[config.mk]
export PLATFORM = sky130hd
export DESIGN_NAME = evt_latch_bank
export DESIGN_NICKNAME = d
export VERILOG_FILES = /design/src/rtl/evt_latch_pkg.sv /design/src/rtl/evt_edge_qual.sv /design/src/rtl/evt_sticky_cell.sv /design/src/rtl/evt_read_port.sv /design/src/rtl/evt_latch_bank.sv
export SDC_FILE = /design/constraint.sdc
export NUM_CORES = 1
export LEC_CHECK = 0
export ABC_CLOCK_PERIOD_IN_PS = 2900
export CORE_ASPECT_RATIO = 0.75
export CORE_UTILIZATION = 45
export CTS_CLUSTER_DIAMETER = 50
export DETAILED_ROUTE_END_ITERATION = 10
export PLACE_DENSITY = 0.77
export SLEW_MARGIN = 0
export SYNTH_ARGS = -nofsm -noshare
export SYNTH_HDL_FRONTEND = slang
export SYNTH_SLANG_ARGS = --single-unit
[constraint.sdc]
create_clock -name clk -period 2.9 [get_ports clk]
set_clock_uncertainty 0.05 [all_clocks]
set_input_delay 0.725 -clock clk [delete_from_list [all_inputs] [get_ports clk]]
set_output_delay 0.725 -clock clk [all_outputs]
set_load 0.02 [all_outputs]
[src/rtl/evt_latch_pkg.sv]
package evt_latch_pkg;
  localparam int DATA_W = 16;
  localparam int ADDR_W = 2;
  localparam int NREG   = 2;
  localparam logic [DATA_W-1:0] STATUS_KEEP_DEF = 16'hE031;
  localparam logic [DATA_W-1:0] ERROR_KEEP_DEF  = 16'h0000;
endpackage

[src/rtl/evt_edge_qual.sv]
module evt_edge_qual #(
  parameter int N = 2
) (
  input  logic         clk,
  input  logic         rst,
  input  logic [N-1:0] lvl,
  output logic [N-1:0] pulse
);
  logic [N-1:0] lvl_d;

  always_ff @(posedge clk) begin
    if (rst) lvl_d <= '0;
    else     lvl_d <= lvl;
  end

  for (genvar i = 0; i < N; i++) begin : g_bit
    assign pulse[i] = lvl[i] & ~lvl_d[i];

    AST_PULSE_SINGLE: assert property (@(posedge clk) disable iff (rst)
      pulse[i] |=> !pulse[i]) else $error("pulse repeated");
  end
endmodule

[src/rtl/evt_sticky_cell.sv]
module evt_sticky_cell #(
  parameter int              W    = 16,
  parameter logic [W-1:0]    KEEP = '0
) (
  input  logic         clk,
  input  logic         rst,
  input  logic [W-1:0] evt,
  input  logic         rd_hit,
  input  logic         clr_hit,
  output logic [W-1:0] q
);
  logic [W-1:0] snap;
  logic [W-1:0] q_next;

  always_comb begin
    if (clr_hit) q_next = (q & (~snap | KEEP)) | evt;
    else         q_next = q | evt;
  end

  always_ff @(posedge clk) begin
    if (rst) begin
      q    <= '0;
      snap <= '0;
    end else begin
      q <= q_next;
      if (rd_hit)       snap <= q;
      else if (clr_hit) snap <= '0;
    end
  end

  AST_STICKY_HOLD: assert property (@(posedge clk) disable iff (rst)
    !clr_hit |=> ((q & $past(q)) == $past(q))) else $error("bit dropped");
  AST_KEEP_BITS: assert property (@(posedge clk) disable iff (rst)
    clr_hit |=> ((q & $past(q) & KEEP) == ($past(q) & KEEP))) else $error("kept bit lost");
  AST_SET_WINS: assert property (@(posedge clk) disable iff (rst)
    (|evt) |=> ((q & $past(evt)) == $past(evt))) else $error("event lost");
  AST_SNAP_EMPTY: assert property (@(posedge clk) disable iff (rst)
    (clr_hit && !rd_hit) |=> (snap == '0)) else $error("snapshot kept");
  AST_READ_NO_CHANGE: assert property (@(posedge clk) disable iff (rst)
    (rd_hit && !clr_hit) |=> (q == ($past(q) | $past(evt)))) else $error("read altered word");
endmodule

[src/rtl/evt_read_port.sv]
module evt_read_port #(
  parameter int W      = 16,
  parameter int NREG   = 2,
  parameter int ADDR_W = 2
) (
  input  logic                   clk,
  input  logic                   rst,
  input  logic                   rd_fire,
  input  logic [ADDR_W-1:0]      addr,
  input  logic [NREG-1:0][W-1:0] words,
  output logic [W-1:0]           rd_data
);
  logic addr_ok;
  assign addr_ok = (int'(addr) < NREG);

  always_ff @(posedge clk) begin
    if (rst)                     rd_data <= '0;
    else if (rd_fire && addr_ok) rd_data <= words[addr];
  end

  AST_RD_HOLD: assert property (@(posedge clk) disable iff (rst)
    !rd_fire |=> $stable(rd_data)) else $error("holding reg moved");
endmodule

[src/rtl/evt_latch_bank.sv]
module evt_latch_bank
  import evt_latch_pkg::*;
#(
  parameter int                DW          = DATA_W,
  parameter int                AW          = ADDR_W,
  parameter logic [DW-1:0]     STATUS_KEEP = STATUS_KEEP_DEF,
  parameter logic [DW-1:0]     ERROR_KEEP  = ERROR_KEEP_DEF
) (
  input  logic          clk,
  input  logic          rst,
  input  logic          sel,
  input  logic          rd_req,
  input  logic          clr_req,
  input  logic [AW-1:0] addr,
  input  logic [DW-1:0] status_evt,
  input  logic [DW-1:0] error_evt,
  output logic [DW-1:0] rd_data,
  output logic [DW-1:0] status_q,
  output logic [DW-1:0] error_q
);
  localparam int NW = NREG;

  logic [1:0]            lvl;
  logic [1:0]            pulse;
  logic                  rd_fire;
  logic                  clr_fire;
  logic [NW-1:0][DW-1:0] evt_arr;
  logic [NW-1:0][DW-1:0] word_arr;
  logic [NW-1:0]         rd_hit;
  logic [NW-1:0]         clr_hit;

  assign lvl      = {sel & clr_req, sel & rd_req};
  assign rd_fire  = pulse[0];
  assign clr_fire = pulse[1] & ~pulse[0];
  assign evt_arr  = {error_evt, status_evt};

  evt_edge_qual #(.N(2)) u_edge (
    .clk(clk), .rst(rst), .lvl(lvl), .pulse(pulse)
  );

  for (genvar i = 0; i < NW; i++) begin : g_word
    localparam logic [DW-1:0] KEEP_I = (i == 0) ? STATUS_KEEP : ERROR_KEEP;
    assign rd_hit[i]  = rd_fire  && (addr == AW'(i));
    assign clr_hit[i] = clr_fire && (addr == AW'(i));

    evt_sticky_cell #(.W(DW), .KEEP(KEEP_I)) u_cell (
      .clk(clk), .rst(rst), .evt(evt_arr[i]),
      .rd_hit(rd_hit[i]), .clr_hit(clr_hit[i]), .q(word_arr[i])
    );
  end

  evt_read_port #(.W(DW), .NREG(NW), .ADDR_W(AW)) u_rd (
    .clk(clk), .rst(rst), .rd_fire(rd_fire), .addr(addr),
    .words(word_arr), .rd_data(rd_data)
  );

  assign status_q = word_arr[0];
  assign error_q  = word_arr[1];

  AST_RD_CLR_EXCL: assert property (@(posedge clk) disable iff (rst)
    $onehot0({rd_fire, clr_fire})) else $error("read and clear together");
endmodule

## Word-level counts from Yosys, hierarchy flattened

Cells that the tools add are included.

| storage, ports and cells | value |
|---|---|
| input bits | 39 |
| bits in registers | 79 |
| logic and storage cells | 41 |
| output and inout bits | 48 |

| cells by class | value |
|---|---|
| bitwise gates (word level) | 16 |
| equality and inequality tests | 1 |
| order comparisons | 2 |
| reductions and logical operators | 8 |
| multiplexer cells | 8 |

Operator list:

| operator | number |
|---|---|
| two-way mux 16 bit | 6 |
| bitwise OR 16 bit | 4 |
| AND 16 bit | 2 |
| two-way mux 13 bit | 2 |
| NOT 16 bit | 1 |
| NOT 13 bit | 1 |
| AND 1 bit | 5 |
| logical AND 1 bit | 5 |
| less-than comparator 2 bit (second input constant) | 2 |
| nonzero test 2 bit | 2 |
| NOT 1 bit | 3 |
| == test 2 x 1 -> 1 bit (second input constant) | 1 |
| zero test 2 bit | 1 |

## Logic depth before layout (Yosys ltp)

| depth | value |
|---|---|
| word-level depth | 7 |
| mapped depth | 6 |
| mapped depth without buffers | 3 |

## Hierarchy

A second synthesis with hierarchy kept.

| unflattened totals | value |
|---|---|
| cell total of the unflattened synthesis | 331 |
| area total of the unflattened synthesis | 3229.3 um^2 |

Modules (own cells, without submodules):

| module | cells each | sequential area each (um^2) | times used | area each (um^2) |
|---|---|---|---|---|
| evt_sticky_cell (g_word[1].u_cell) | 140 | 640.6 | 1 | 1327.5 |
| evt_sticky_cell (g_word[0].u_cell) | 106 | 520.5 | 1 | 1028.5 |
| evt_read_port | 73 | 320.3 | 1 | 745.7 |
| evt_edge_qual | 6 | 40.0 | 1 | 70.1 |
| evt_latch_bank | 6 | 0.0 | 1 | 57.6 |

## Least setup slack after synthesis

Ideal clock, no wire load.

| timing | value |
|---|---|
| kind | input -> register |
| start point | input addr[1] |
| end point | register g_word[1].u_cell.snap[10] |
| path slack | 1060 ps |
| data required time | 2733 ps |
| setup time | 117 ps |
| arrival time | 1673 ps |
| path buffers | 1 |
| stages | 4 |
| path through | nand2b_2 > a211o_4 > buf_6 > a32o_1 |

| on the way | value |
|---|---|
| cells in the longest elaborated chain, start to end | 3 |

RTL lines:

| element | line | source |
|---|---|---|
| start: declaration | evt_latch_bank.sv:14 | `input logic [AW-1:0] addr,` |
| == test 2 x 1 -> 1 bit (*) | evt_latch_bank.sv:43, evt_latch_bank.sv:44 |  |
| logical AND 1 bit (on tied branches) | evt_latch_bank.sv:43, evt_latch_bank.sv:44 |  |
| two-way mux 16 bit or nonzero test 2 bit (tied branches) | - |  |
| end signal: assignment | evt_sticky_cell.sv:26 | `if (rd_hit) snap <= q;` |
| end: declaration | evt_sticky_cell.sv:12 | `logic [W-1:0] snap;` |

Every way passes the cells marked *; elsewhere a longest branch is shown, timed or not.
A chain may end at the register's enable or synchronous reset.

## Worst setup path after layout

| timing | value |
|---|---|
| start point | register g_word[0].u_cell.q[3] |
| end point | output status_q[3] |

RTL lines:

| element | line | source |
|---|---|---|
| start: declaration | evt_sticky_cell.sv:10 | `output logic [W-1:0] q` |
| start signal: assignment | evt_sticky_cell.sv:25 | `q <= q_next;` |
| end: declaration | evt_latch_bank.sv:18 | `output logic [DW-1:0] status_q,` |

No word-level cell between the ends.

==> summary.txt <==
Final layout
  – Layout Utilization: 0.6746
  – Most common library cell in the layout ignoring fill and taps: sky130_fd_sc_hd__clkdlybuf4s50_1
  – Commonest cells after routing, fill and taps aside: sky130_fd_sc_hd__clkdlybuf4s50_1 (85), sky130_fd_sc_hd__dfxtp_1 (76), sky130_fd_sc_hd__nor2_1 (54)
  – Post-layout instance count excluding filler cells: 443
  – Growth of design area from synthesis to finish: 40.27%
  – Share of cells above drive strength 1: 0.08767
  – Antenna diodes: 0
  – # nets final: 399

Outcome
  – Status: completed

Yosys
  – Share of flip-flops with an asynchronous set or reset after synthesis: 0
  – Count of flip-flops with a built-in enable after synthesis: 0
  – Synth Flop Type: sky130_fd_sc_hd__dfxtp_1
  – Synthesized cell area: 0.002874 mm^2
  – Sequential fraction of the synthesis area: 0.5294
  – Instance count of the mapped netlist: 275
  – Synthesized area per cell: 10.45 um^2
  – FF+latch count, synth: 76
  – Post-synth cell types: 22
  – Net count after synthesis: 314
  – Synth warnings: 0

Detailed routing
  – Ratio of routed vias to standard cells: 5.537
  – Initial DRT Pass Iterations: 4
  – Number of DRC markers after the initial detailed-route iteration: 159
  – Total via count after detailed routing: 2453
  – DRC viols: 0
  – Number of routed nets with antenna violations: 0
  – Post-detailed-route wirelength per cell: 15.86 um
  – Total length of routed wires: 7026 um

Power
  – Clock network fraction of design power: 0.420
  – Switching share of total power: 0.2336
  – Power density of the placed cells: 628.5 mW/mm^2
  – Share of power burned in combinational logic: 0.130
  – NetSw: 0.0005919 W
  – LEAKAGE: 1.600 nW
  – Power share of the sequential group: 0.449
  – Cell Int Power: 0.001942 W
  – Maximum VDD drop: 0.0003116 V

STA
  – Period utilization: 0.7631
  – Sum of negative setup slack: 0 ns
  – Final setup fails: 0
  – Worst hold-check slack: 0.3954 ns
  – Maximum clock frequency: 451.9 MHz
  – Worst relative slew slack: 0.6082
  – Final critical path time including I/O delays and setup: 2.213 ns
  – Worst slew pin tran: 0.5833 ns
  – Hold Violations, Final: 0
  – RSZ-0062 raised after global routing: no
  – Max-slew violation count: 0

Setup path
  – Worst setup path category: register to primary output
  – Critical path's slowest cell: sky130_fd_sc_hd__clkdlybuf4s50_1
  – Arrival time reported for the critical path endpoint: 1.44 ns
  – Critical register-to-register path startpoint: u_edge.lvl_d[0]
  – CP max FO: 4
  – Worst path required time: 2.12 ns
  – Endpoint of the worst register-to-register path: g_word[0].u_cell.q[6]
  – Series of cell instances along the critical path: clkdlybuf4s50_1
  – Buffers plus inverters on the worst setup path: 1
  – Crit-path leading delay family: buffers and inverters
  – Largest stage delay, worst path: 0.64 ns
  – Startpoint type of the worst setup path: register
  – Cell depth of the worst flop-to-flop path: 3
  – Type of destination of the critical path: primary output
  – Register-to-register setup slack: 1.36 ns

Clocking
  – Sink count of the clock tree: 76
  – Worst-skew pair later-pin latency: 0.35 ns
  – Post-CTS clock slew at the launch and capture registers of the worst setup and hold paths: 0.08 ns
  – CTS HTree Levels: 3
  – Post-CTS setup-driven buffer insertion count: 0
  – Number of hold buffers added after cts: 0
  – Clock tree from TritonCTS: built
  – Cell chosen for the clock root: sky130_fd_sc_hd__clkbuf_8
  – CTS-repair resized insts: 0
  – CTS max path bufs: 2
  – Num CTS Buffers: 9

GRT
  – First-pass GRT wire length: 11220 um
  – Number of antenna violations at the first check in global routing: 0
  – Overflow left after global routing: 0
  – Number of global-route vias before repair: 2326
  – Total routing usage reported by global routing: 0.2200
  – Largest net degree at the start of global routing: 49

Floorplanning
  – Initial cell density of the core: 0.4809
  – Count of pins on the block boundary: 87
  – Chip Height: 71.21 um
  – Die Width: 94.28 um
  – Rows: 24
  – Area of the die: 0.006714 mm^2
  – Core Region: 0.005976 mm^2

Placed design
  – HPWL reported at the end of detailed placement: 4961 um
  – Placed cell count: 427
  – Number of I/O port buffers: 86
  – Routability congestion estimate from global placement: 0.8003

Min path
  – Hold_sp: g_word[1].u_cell.snap[15]
  – Kind of path behind the tightest hold check: register to register
  – Hold Path Sink: g_word[1].u_cell.q[15]
  – Depth of the worst hold-timing path: 1

Job
  – Max-capacitance violation count: 0
==> cell type report <==
cell class,count,area [um^2]
fillers,477,1944
clock buffers,10,137.6
multi-input cells,151,1119
repair buffers,94,915.9
well taps,78,97.59
clock inverters,6,135.1
flip-flops and latches,76,1521
inverters,28,105.1
==> per-stage QoR <==
step | power, W | setup slack (ns) | cell area (um^2)
after floorplan | 0.001317 | 1.060 | 2874
after global placement | 0.001483 | 0.5199 | 3759
after detailed placement | 0.001492 | 0.5078 | 3759
after CTS | 0.002546 | 0.6762 | 4031
after global routing | 0.002622 | 0.6206 | 4031
final | 0.002534 | 0.6871 | 4031
==> sequential cells by signal (all words and copies together), names as in the netlist <==
| name | cells |
|---|---|
| g_word.u_cell.q | 32 |
| g_word.u_cell.snap | 26 |
| u_edge.lvl_d | 2 |
| u_rd.rd_data | 16 |
==> power by group through the flow <==
stage	combinational [W]	clock (W)	sequential, W
after CTS	0.000332	0.00108	0.00114
after detailed placement	0.000330	0	0.00116
after global placement	0.000323	0	0.00116
after floorplan	0.000115	0	0.00120
after global routing	0.000354	0.00112	0.00115
final	0.000330	0.00107	0.00114
==> logic make-up (layout without fill, tap and decap cells) <==
kind of cell / after synthesis / after routing / synth area share
flops: 76 / 76 / 0.5294
compound gates: 70 / 70 / 0.2207
simple gates: 65 / 65 / 0.1128
buf+inv: 48 / 138 / 0.08141
mux: 16 / 16 / 0.05572
==> metal layers <==
layer  wire [um]  up-vias  track usage  part of all wire
met3         558       12      0.06263             0.079
met4          86        0      0.07521             0.012
li1            -     1180            -                 -
met1        3203     1170       0.2887              0.46
met5           0        -            0                 0
met2        3176       91       0.3486              0.45
==> Yosys cell counts (all sizes together), types with 3 or more instances <==
| master | number | area (um^2) |
|---|---|---|
| dfxtp | 76 | 1521 |
| nor2 | 54 | 202.7 |
| inv | 28 | 105.1 |
| a311oi | 26 | 227.7 |
| a32o | 26 | 260.3 |
| a211oi | 16 | 120.1 |
| mux2i | 16 | 160.2 |
| buf | 11 | 95.09 |
| clkbuf | 9 | 33.78 |
| and3 | 4 | 30.03 |
| nand2b | 3 | 28.78 |
==> worst max path at each step <==
stage | end | from | cells past startpoint | slack [ns]
final | status_q[3] | g_word[0].u_cell.q[3] | 1 | 0.69
after detailed placement | g_word[0].u_cell.q[6] | rd_req | 4 | 0.51
after CTS | status_q[3] | g_word[0].u_cell.q[3] | 1 | 0.68
after global routing | status_q[3] | g_word[0].u_cell.q[3] | 1 | 0.62
after floorplan | g_word[1].u_cell.snap[10] | addr[1] | 4 | 1.06
after global placement | g_word[0].u_cell.q[2] | rd_req | 4 | 0.52
(Power assumes the default switching activity.)
